## src/rtl/bfi_pkg.sv

```systemverilog
package bfi_pkg;

    typedef struct packed {
        logic n;
        logic z;
        logic v;
        logic c;
    } bfi_flags_t;

    localparam bfi_flags_t BFI_FLAGS_RESET = '{n: 1'b0, z: 1'b0, v: 1'b0, c: 1'b0};

endpackage

```

## src/rtl/bfi_regfile.sv

```systemverilog
module bfi_regfile #(
    parameter int DATA_W = 16,
    parameter int NREGS  = 8,
    parameter int NRD    = 4,
    localparam int SEL_W = $clog2(NREGS)
) (
    input  logic                          clk,
    input  logic                          rst,
    input  logic                          we,
    input  logic [SEL_W-1:0]              waddr,
    input  logic [DATA_W-1:0]             wdata,
    input  logic [NRD-1:0][SEL_W-1:0]     raddr,
    output logic [NRD-1:0][DATA_W-1:0]    rdata
);

    typedef logic [NREGS-1:0][DATA_W-1:0] bank_t;

    bank_t regs_d;
    bank_t regs_q;

    always_comb begin
        regs_d = regs_q;
        if (we && (waddr != '0)) begin
            regs_d[waddr] = wdata;
        end
        regs_d[0] = '0;
    end

    always_ff @(posedge clk) begin
        if (rst) begin
            regs_q <= '0;
        end else begin
            regs_q <= regs_d;
        end
    end

    for (genvar g = 0; g < NRD; g++) begin : g_rd
        assign rdata[g] = regs_q[raddr[g]];
    end

endmodule

```

## src/rtl/bfi_merge.sv

```systemverilog
module bfi_merge #(
    parameter int DATA_W = 16,
    localparam int CODE_W = $clog2(DATA_W)
) (
    input  logic [DATA_W-1:0] dst,
    input  logic [DATA_W-1:0] src,
    input  logic [DATA_W-1:0] ctl,
    output logic [DATA_W-1:0] result
);

    logic [CODE_W-1:0] len_code;
    logic [CODE_W-1:0] start;
    logic [DATA_W-1:0] run;
    logic [DATA_W-1:0] mask;
    logic [DATA_W-1:0] inv_shifted;
    logic              unused_ctl_hi;

    assign len_code = ctl[2*CODE_W-1:CODE_W];
    assign start    = ctl[CODE_W-1:0];

    assign unused_ctl_hi = ^ctl[DATA_W-1:2*CODE_W];

    always_comb begin
        run         = {DATA_W{1'b1}} >> (DATA_W - 1 - int'(len_code));
        mask        = run << start;
        inv_shifted = (~src) << start;
        result      = (dst & ~mask) | (inv_shifted & mask);
    end

endmodule

```

## src/rtl/bfi_unit.sv

```systemverilog
module bfi_unit #(
    parameter int DATA_W = 16,
    parameter int NREGS  = 8,
    localparam int SEL_W = $clog2(NREGS)
) (
    input  logic              clk,
    input  logic              rst,
    input  logic              exec_en,
    input  logic [SEL_W-1:0]  dst_sel,
    input  logic [SEL_W-1:0]  src_sel,
    input  logic [SEL_W-1:0]  ctl_sel,
    input  logic              ld_en,
    input  logic [SEL_W-1:0]  ld_sel,
    input  logic [DATA_W-1:0] ld_data,
    input  logic [SEL_W-1:0]  rd_sel,
    output logic [DATA_W-1:0] rd_data,
    output logic              flag_n,
    output logic              flag_z,
    output logic              flag_v,
    output logic              flag_c
);
    import bfi_pkg::*;

    localparam int NRD = 4;

    logic [NRD-1:0][SEL_W-1:0]  rf_raddr;
    logic [NRD-1:0][DATA_W-1:0] rf_rdata;
    logic                       rf_we;
    logic [SEL_W-1:0]           rf_waddr;
    logic [DATA_W-1:0]          rf_wdata;
    logic [DATA_W-1:0]          merged;

    bfi_flags_t flags_d;
    bfi_flags_t flags_q;

    assign rf_raddr = {rd_sel, ctl_sel, src_sel, dst_sel};

    bfi_regfile #(
        .DATA_W (DATA_W),
        .NREGS  (NREGS),
        .NRD    (NRD)
    ) i_regfile (
        .clk    (clk),
        .rst    (rst),
        .we     (rf_we),
        .waddr  (rf_waddr),
        .wdata  (rf_wdata),
        .raddr  (rf_raddr),
        .rdata  (rf_rdata)
    );

    bfi_merge #(
        .DATA_W (DATA_W)
    ) i_merge (
        .dst    (rf_rdata[0]),
        .src    (rf_rdata[1]),
        .ctl    (rf_rdata[2]),
        .result (merged)
    );

    always_comb begin
        rf_we    = exec_en | ld_en;
        rf_waddr = exec_en ? dst_sel : ld_sel;
        rf_wdata = exec_en ? merged  : ld_data;

        flags_d = flags_q;
        if (exec_en) begin
            flags_d.n = merged[DATA_W-1];
            flags_d.z = (merged == '0);
            flags_d.v = 1'b0;
        end
    end

    always_ff @(posedge clk) begin
        if (rst) begin
            flags_q <= BFI_FLAGS_RESET;
        end else begin
            flags_q <= flags_d;
        end
    end

    assign rd_data = rf_rdata[3];
    assign flag_n  = flags_q.n;
    assign flag_z  = flags_q.z;
    assign flag_v  = flags_q.v;
    assign flag_c  = flags_q.c;

endmodule

```

## config.mk

```make
export PLATFORM = sky130hd
export DESIGN_NAME = bfi_unit
export DESIGN_NICKNAME = d
export VERILOG_FILES = /design/src/rtl/bfi_pkg.sv /design/src/rtl/bfi_regfile.sv /design/src/rtl/bfi_merge.sv /design/src/rtl/bfi_unit.sv
export SDC_FILE = /design/constraint.sdc
export NUM_CORES = 1
export LEC_CHECK = 0
export ABC_AREA = 1
export BUFFER_PORTS_ARGS = -buffer_cell sky130_fd_sc_hd__clkbuf_2
export CAP_MARGIN = 20
export CORE_MARGIN = 2
export CORE_UTILIZATION = 40
export CTS_BUF_LIST = sky130_fd_sc_hd__clkbuf_8
export CTS_CLUSTER_DIAMETER = 60
export DETAILED_ROUTE_END_ITERATION = 12
export PLACE_DENSITY = 0.59
export SLEW_MARGIN = 20
export SYNTH_ARGS = -nofsm -noshare
export SYNTH_HDL_FRONTEND = slang
export SYNTH_SLANG_ARGS = --single-unit
```

## constraint.sdc

```tcl
create_clock -name clk -period 3.4 [get_ports clk]
set_clock_uncertainty 0.2 [all_clocks]
set_input_delay 0.51 -clock clk [delete_from_list [all_inputs] [get_ports clk]]
set_output_delay 0.51 -clock clk [all_outputs]
set_load 0.005 [all_outputs]
```

### After elaboration in Yosys (flattened, before gate mapping)

Cells that the tools add are included.

| storage, ports and cells | value |
|---|---|
| register bits | 114 |
| input port bits | 35 |
| output and inout port bits | 20 |
| word-level logic and storage cells | 42 |

| operators by class | value |
|---|---|
| add/sub/neg operators | 1 |
| $lt $le $gt $ge | 6 |
| shift operators | 3 |
| muxes and demuxes | 13 |
| bitwise gates (word level) | 6 |
| reduce and logical (&&, ||, !) cells | 4 |

Operator list:

| kind | number |
|---|---|
| binary-select mux 16 bit (select 3 bit) | 4 |
| bitwise mux 128 bit | 1 |
| 2-to-1 mux 16 bit | 5 |
| demux 16 bit (select 3 bit) | 1 |
| bitwise AND 16 bit | 2 |
| NOT 16 bit | 2 |
| << shifter 16 x 4 -> 16 bit | 2 |
| >> shifter 16 x 32 -> 16 bit (first input constant) | 1 |
| < comparator 3 x 4 -> 1 bit (second input constant) | 5 |
| logical NOT 16 bit | 1 |
| bitwise OR 16 bit | 1 |
| 2-to-1 mux 8 bit | 1 |
| subtractor 4 x 4 -> 5 bit (first input constant) | 1 |
| greater-or-equal comparator 3 x 1 -> 1 bit (second input constant) | 1 |
| 2-to-1 mux 3 bit | 1 |
| nonzero test 3 bit | 1 |
| logical AND 1 bit | 2 |
| bitwise OR 1 bit | 1 |

### Depth between registers and ports, before layout

| logic depth | value |
|---|---|
| depth in word-level cells | 10 |
| gate-level depth with buffers | 23 |
| gate-level depth less buffers | 20 |

### By module

Synthesis repeated with hierarchy kept, for this count alone.

| second synthesis, totals | value |
|---|---|
| cells, all modules | 2144 |
| area total of the unflattened synthesis | 10886.7 µm² |

Modules (own cells, without submodules):

| module | instances | cells an instance | area an instance (µm²) | seq. area each (µm²) |
|---|---|---|---|---|
| bfi_regfile | 1 | 1708 | 8812.2 | 2242.2 |
| bfi_merge | 1 | 348 | 1640.3 | 0.0 |
| bfi_unit | 1 | 88 | 434.2 | 40.0 |

### Least setup slack after synthesis

No wires, ideal clock.

| timing path | value |
|---|---|
| path type | input to register |
| from | input port ctl_sel[1] |
| to | register flags_q, in the netlist flag_z |
| setup time | 0.067 ns |
| data arrival time | 2.234 ns |
| required time | 3.133 ns |
| path slack | 0.898 ns |
| stages | 14 |
| cell sequence | buf_6 > buf_6 > o31ai_2 > nand2_2 > o21ai_2 > buf_4 > nand3_1 > nand2_1 > nand2_1 > o21ai_1 > nand2_1 > nor2_1 > nand3_1 > a21oi_2 |

| on the way | value |
|---|---|
| cells in the longest elaborated chain, start to end | 9 |
| elaborated cells between the ends (all ways) | 11 |

RTL lines:

| what | line | RTL |
|---|---|---|
| start, declared | bfi_unit.sv:11 | `input logic [SEL_W-1:0] ctl_sel,` |
| binary-select mux 16 bit (select 3 bit) (*) | bfi_regfile.sv:38 | `assign rdata[g] = regs_q[raddr[g]];` |
| 2-to-1 mux 8 bit (not written as such) (*) | bfi_regfile.sv:38 |  |
| subtractor 4 x 4 -> 5 bit | bfi_merge.sv:24 | `run = {DATA_W{1'b1}} >> (DATA_W - 1 - int'(len_code));` |
| >> shifter 16 x 32 -> 16 bit | bfi_merge.sv:24 |  |
| << shifter 16 x 4 -> 16 bit | bfi_merge.sv:25 | `mask = run << start;` |
| NOT 16 bit | bfi_merge.sv:27 | `result = (dst & ~mask) \| (inv_shifted & mask);` |
| bitwise AND 16 bit | bfi_merge.sv:27 |  |
| bitwise OR 16 bit (*) | bfi_merge.sv:27 |  |
| logical NOT 16 bit (*) | bfi_unit.sv:69 | `flags_d.z = (merged == '0);` |
| end signal, assigned | bfi_unit.sv:78 | `flags_q <= flags_d;` |
| end, declared | bfi_unit.sv:34 | `bfi_flags_t flags_q;` |

Every way passes the cells marked *; elsewhere a longest branch is shown, timed or not. The select of a mux whose other input is x is not followed.
A chain may end at the register's enable or synchronous reset.

### Worst setup path after layout

| timing path | value |
|---|---|
| from | input port ctl_sel[0] |
| to | register i_regfile.regs_q[71] (netlist name) |

| on the way | value |
|---|---|
| cells in the longest elaborated chain, start to end | 10 |
| elaborated cells between the ends (all ways) | 12 |

RTL lines:

| what | line | RTL |
|---|---|---|
| binary-select mux 16 bit (select 3 bit) (*) | bfi_regfile.sv:38 |  |
| 2-to-1 mux 8 bit (not written as such) (*) | bfi_regfile.sv:38 |  |
| subtractor 4 x 4 -> 5 bit | bfi_merge.sv:24 |  |
| >> shifter 16 x 32 -> 16 bit | bfi_merge.sv:24 |  |
| << shifter 16 x 4 -> 16 bit | bfi_merge.sv:25 |  |
| NOT 16 bit | bfi_merge.sv:27 |  |
| bitwise AND 16 bit | bfi_merge.sv:27 |  |
| bitwise OR 16 bit (*) | bfi_merge.sv:27 |  |
| 2-to-1 mux 16 bit (*) | bfi_unit.sv:64 | `rf_wdata = exec_en ? merged : ld_data;` |
| bitwise mux 128 bit (*) | bfi_regfile.sv:24 | `regs_d[waddr] = wdata;` |
| end signal, assigned | bfi_regfile.sv:33 | `regs_q <= regs_d;` |
| end, declared | bfi_regfile.sv:19 | `bank_t regs_q;` |

Marked as above.

==> results.md <==
Outcome:
- The flow ran to the end, and the final reports show no timing, DRC or antenna violations.

Drt:
- The detailed router finished its first iteration with 1243 violations.
- The length of routed wiring on met1 is 16600 um.
- In the routed layout, each cell is associated on average with a via count of 5.70.
- The pre-antenna-repair detailed-routing pass consisted of 8 iterations.
- Routed signal wires occupy layers up through met4.
- In the detailed route, the total length drawn on met2 is 16800 um.
- The total routed wirelength is 39100 um.
- The number of vias after detailed routing is 11.8k.
- After detailed routing, the average wire length per cell comes to 19.0 um.
- The final antenna-violating net count is 0.
- The routed design uses 4530 um of met3 wire.
- The DRC violation count after routing is 0.

Place:
- The HPWL after detailed placement is 26600 um.
- Port buffering added 52 buffers.
- Before CTS, the worst setup slack after placement is -43.1 ps.
- The weighted congestion reported at the end of routability-driven placement is 0.938.

Pwr:
- Summed over all cells, the static leakage comes to 0.00534 uW.
- The maximum vdd drop is 0.226 mV.
- The cell area power density is 413 nW/um^2.
- The overall power is 4470 uW.

Synth:
- In this run the biggest area consumer among cell types represents 23.3% of the synthesized area.
- After technology mapping, the gate count stands at 1721.
- After synthesis, the mean cell area works out to 5.69 sq um.
- dfxtp_1 takes more of the synthesized area than any other cell.
- The total of warnings raised by yosys is 0.
- In this run, synthesis produced a sequential element count of 114.
- Synthesis instantiated 41 different standard cells from the library.
- The area of the mapped netlist is 9800 sq um.
- After synthesis, flip-flops and latches occupy 23.3% of the total area.
- By area the synthesized netlist is led by dfxtp_1 (23%), nand2_1 (15%), o21ai_0 (12%).

Worst setup path:
- The worst setup path is launched from an input port.
- The critical path runs through a total of 17 cells.
- The critical path's most frequent cell is nand3_1.
- The critical path is of the input port to flip-flop type.
- Along the worst path, the maximum fanout reaches 15.
- In this design, the stage delay of the slowest critical-path cell is 270 ps.
- The launching point of the worst reg2reg path is i_regfile.regs_q[50].
- Setup slack on the worst reg-to-reg path comes out at 450 ps.
- Data on the critical path arrives at its endpoint at 3200 ps.
- The required time of the critical path is 3540 ps.
- In this run the worst setup path terminates at i_regfile.regs_q[71].
- The number of buffer and inverter instances along the worst setup path is 4.
- The cell type group with the largest total delay on the critical path is simple AND/OR/NAND/NOR gates.
- The critical path goes through clkbuf_2 > buf_4 > nand2_1 > nand3_1 > nand3_1 > nand2_2 > inv_2 > nor2_1 > nand2_1 > nand3_1 > nand3_1 > nand3_1 > nand3_1 > o21ai_1 > o21ai_2 > o21ai_0 > inv_1.
- The master of the slowest instance on the critical path is clkbuf_2.
- The number of cells on the worst reg-to-reg path is 12.
- The worst register-to-register path ends at i_regfile.regs_q[71].
- In this run the worst setup path begins at ctl_sel[0].
- STA classifies the critical path endpoint as a flip-flop.

CTS:
- The clock tree from TritonCTS is yes.
- The count of cells resized by post-cts repair is 0.
- The clock-pin transition on the worst setup and hold timing paths is 80 ps.
- The buffer cell driving the clock tree root is clkbuf_8.
- The CTS sink count is 114.
- The longest clock path from root to sink contains 2 buffers.
- The count of buffers added by post-CTS timing repair for setup is 0.
- The number of buffers added to fix hold violations after cts is 0.
- The deepest level of the CTS H-tree is 4.
- The CTS buffer count is 17.
- The later pin in the worst-skew pair is clocked with a latency of 460 ps.

Final layout:
- The antenna diode instance count is 0.
- Counting the fill cells in the layout gives 2646.
- The count of nets after finishing is 1759.
- The most common cell after layout, fill and taps aside is nand2_1.
- At the end of the flow the core is filled with cells to 44.7%.
- The area of combinational cells with multiple inputs is 5950 sq um.
- Cells with a size suffix above 1 make up 10.7% of the layout.
- In the final layout, flip-flops and latches occupy 2280 sq um.
- In the layout the commonest cells are nand2_1 (383), inv_1 (229), o21ai_0 (228), nand3_1 (210), a21oi_1 (192).
- The area growth from synthesis to final layout is 10.3%.

Timing:
- Setup repair after global routing left no endpoint under its margin.
- The number of failing hold endpoints at the final stage came to 0.
- In this run the tightest slew margin relative to its limit is 23.9%.
- The final worst-path setup slack is 337 ps.
- The measured slew at the worst slew-check pin is 1140 ps.
- The count of final setup violators is 0.
- The number of pins with negative max-slew slack in the final report was 0.
- Counting I/O delays and the setup requirement, the final critical path takes 3060 ps.
- Derived from the worst setup path, the maximum achievable clock frequency is 0.326 GHz.
- In the finished design, the share of the clock period the worst path needs comes to 90.1%.

Floorplanning:
- The area of the die is 25800 sq um.
- The die boundary height is 161 um.
- The horizontal extent of the die is 161 um.
- The floorplan has 57 rows.
- The effective utilization at floorplan is 40.5%.
- The total core area is 24200 sq um.
- The boundary pin count is 55.

Global route:
- The initial antenna violation count is 1.
- The global-route wire length before repair is 59500 um.
- The all-layer global routing usage is 29.8%.
- Entering global routing, the biggest net connects 63 pins.
- The number of global-route vias before repair is 10.3k.
- After global routing the overflow that remains totals 0.

Worst hold path:
- The classification of the worst-slack hold path is input port to flip-flop.
- In this run the most critical hold path is launched from ld_data[4].

Flow run:
- The tool flagged a number of max-cap violations equal to 0.
## synthesized netlist by cell type, drive strengths merged
master  instances
nand2         389
o21ai         279
inv           241
nand3         217
a21oi         193
dfxtp         114
clkbuf         72
nor2           62
buf            52
a31oi          28
o211ai         19
nor3           18
a211oi         14
nand4           5
clkinv          4
nand3b          3
o31ai           3
o21a            2
a21o            1
a32o            1
a32oi           1
and2            1
conb            1
or2             1
## worst reg2reg max path: stages (launching register included)
cell and delay (ps):
dfxtp_1 330, inv_1 100, a21oi_1 90, o21ai_2 80
o31ai_2 120, o21ai_4 570, nand3_1 210, nand3_1 230
nand3_1 190, o21ai_1 240, o21ai_2 220, o21ai_0 220
inv_1 60
## state kept, by name, summed over array words and instances, names as in the netlist
signal            count
flag_n                1
flag_z                1
i_regfile.regs_q    112
## cells by family (layout without fill, tap and decap cells)
| kind of cell | count (synthesis) | in the layout | synth area share, % |
|---|---|---|---|
| other cells | 1 | 2 | 0.0383 |
| buf+inv | 369 | 384 | 16.0 |
| simple gates | 696 | 696 | 30.7 |
| compound gates | 541 | 541 | 30.0 |
| flops | 114 | 114 | 23.3 |
## per-layer routing
layer	track usage, %	up-vias
li1	-	5701
met1	41.5	5285
met2	45.3	677
met3	6.82	90
met4	10.5	0
met5	0	-
## worst min path at each step
stage | endpoint | cells after the start
floorplan | flag_n | 2
global placement | flag_z | 2
detailed placement | flag_z | 2
CTS | i_regfile.regs_q[52] | 5
global route | i_regfile.regs_q[100] | 5
finish | i_regfile.regs_q[68] | 5
## stage by stage
step	cell area [sq um]	instances	hold slack (ps)	setup TNS, ps
after detailed placement	10400	2029	273	-135
after global routing	10800	2061	302	0
final	10800	2061	281	0
after CTS	10800	2061	262	0
after floorplan	9800	1722	262	0
after global placement	10400	2029	265	-13.0
## area by class of cell
cell class | count | area share (%)
Multi-Input combinational cell | 1239 | 55.1
Sequential cell | 114 | 21.1
Inverter | 245 | 8.57
Timing Repair Buffer | 107 | 7.41
Tap cell | 324 | 3.75
Clock buffer | 19 | 2.42
Clock inverter | 13 | 1.69
## report_power, final
group / switching, uW / internal, uW / leakage [uW] / total (uW)
Combinational: 1050 / 458 / 0.00418 / 1510
Sequential: 52.6 / 1420 / 0.000930 / 1470
Clock: 644 / 840 / 0.000232 / 1480
Total: 1750 / 2720 / 0.00534 / 4470
Note: power is estimated with default switching activity, not from simulation.
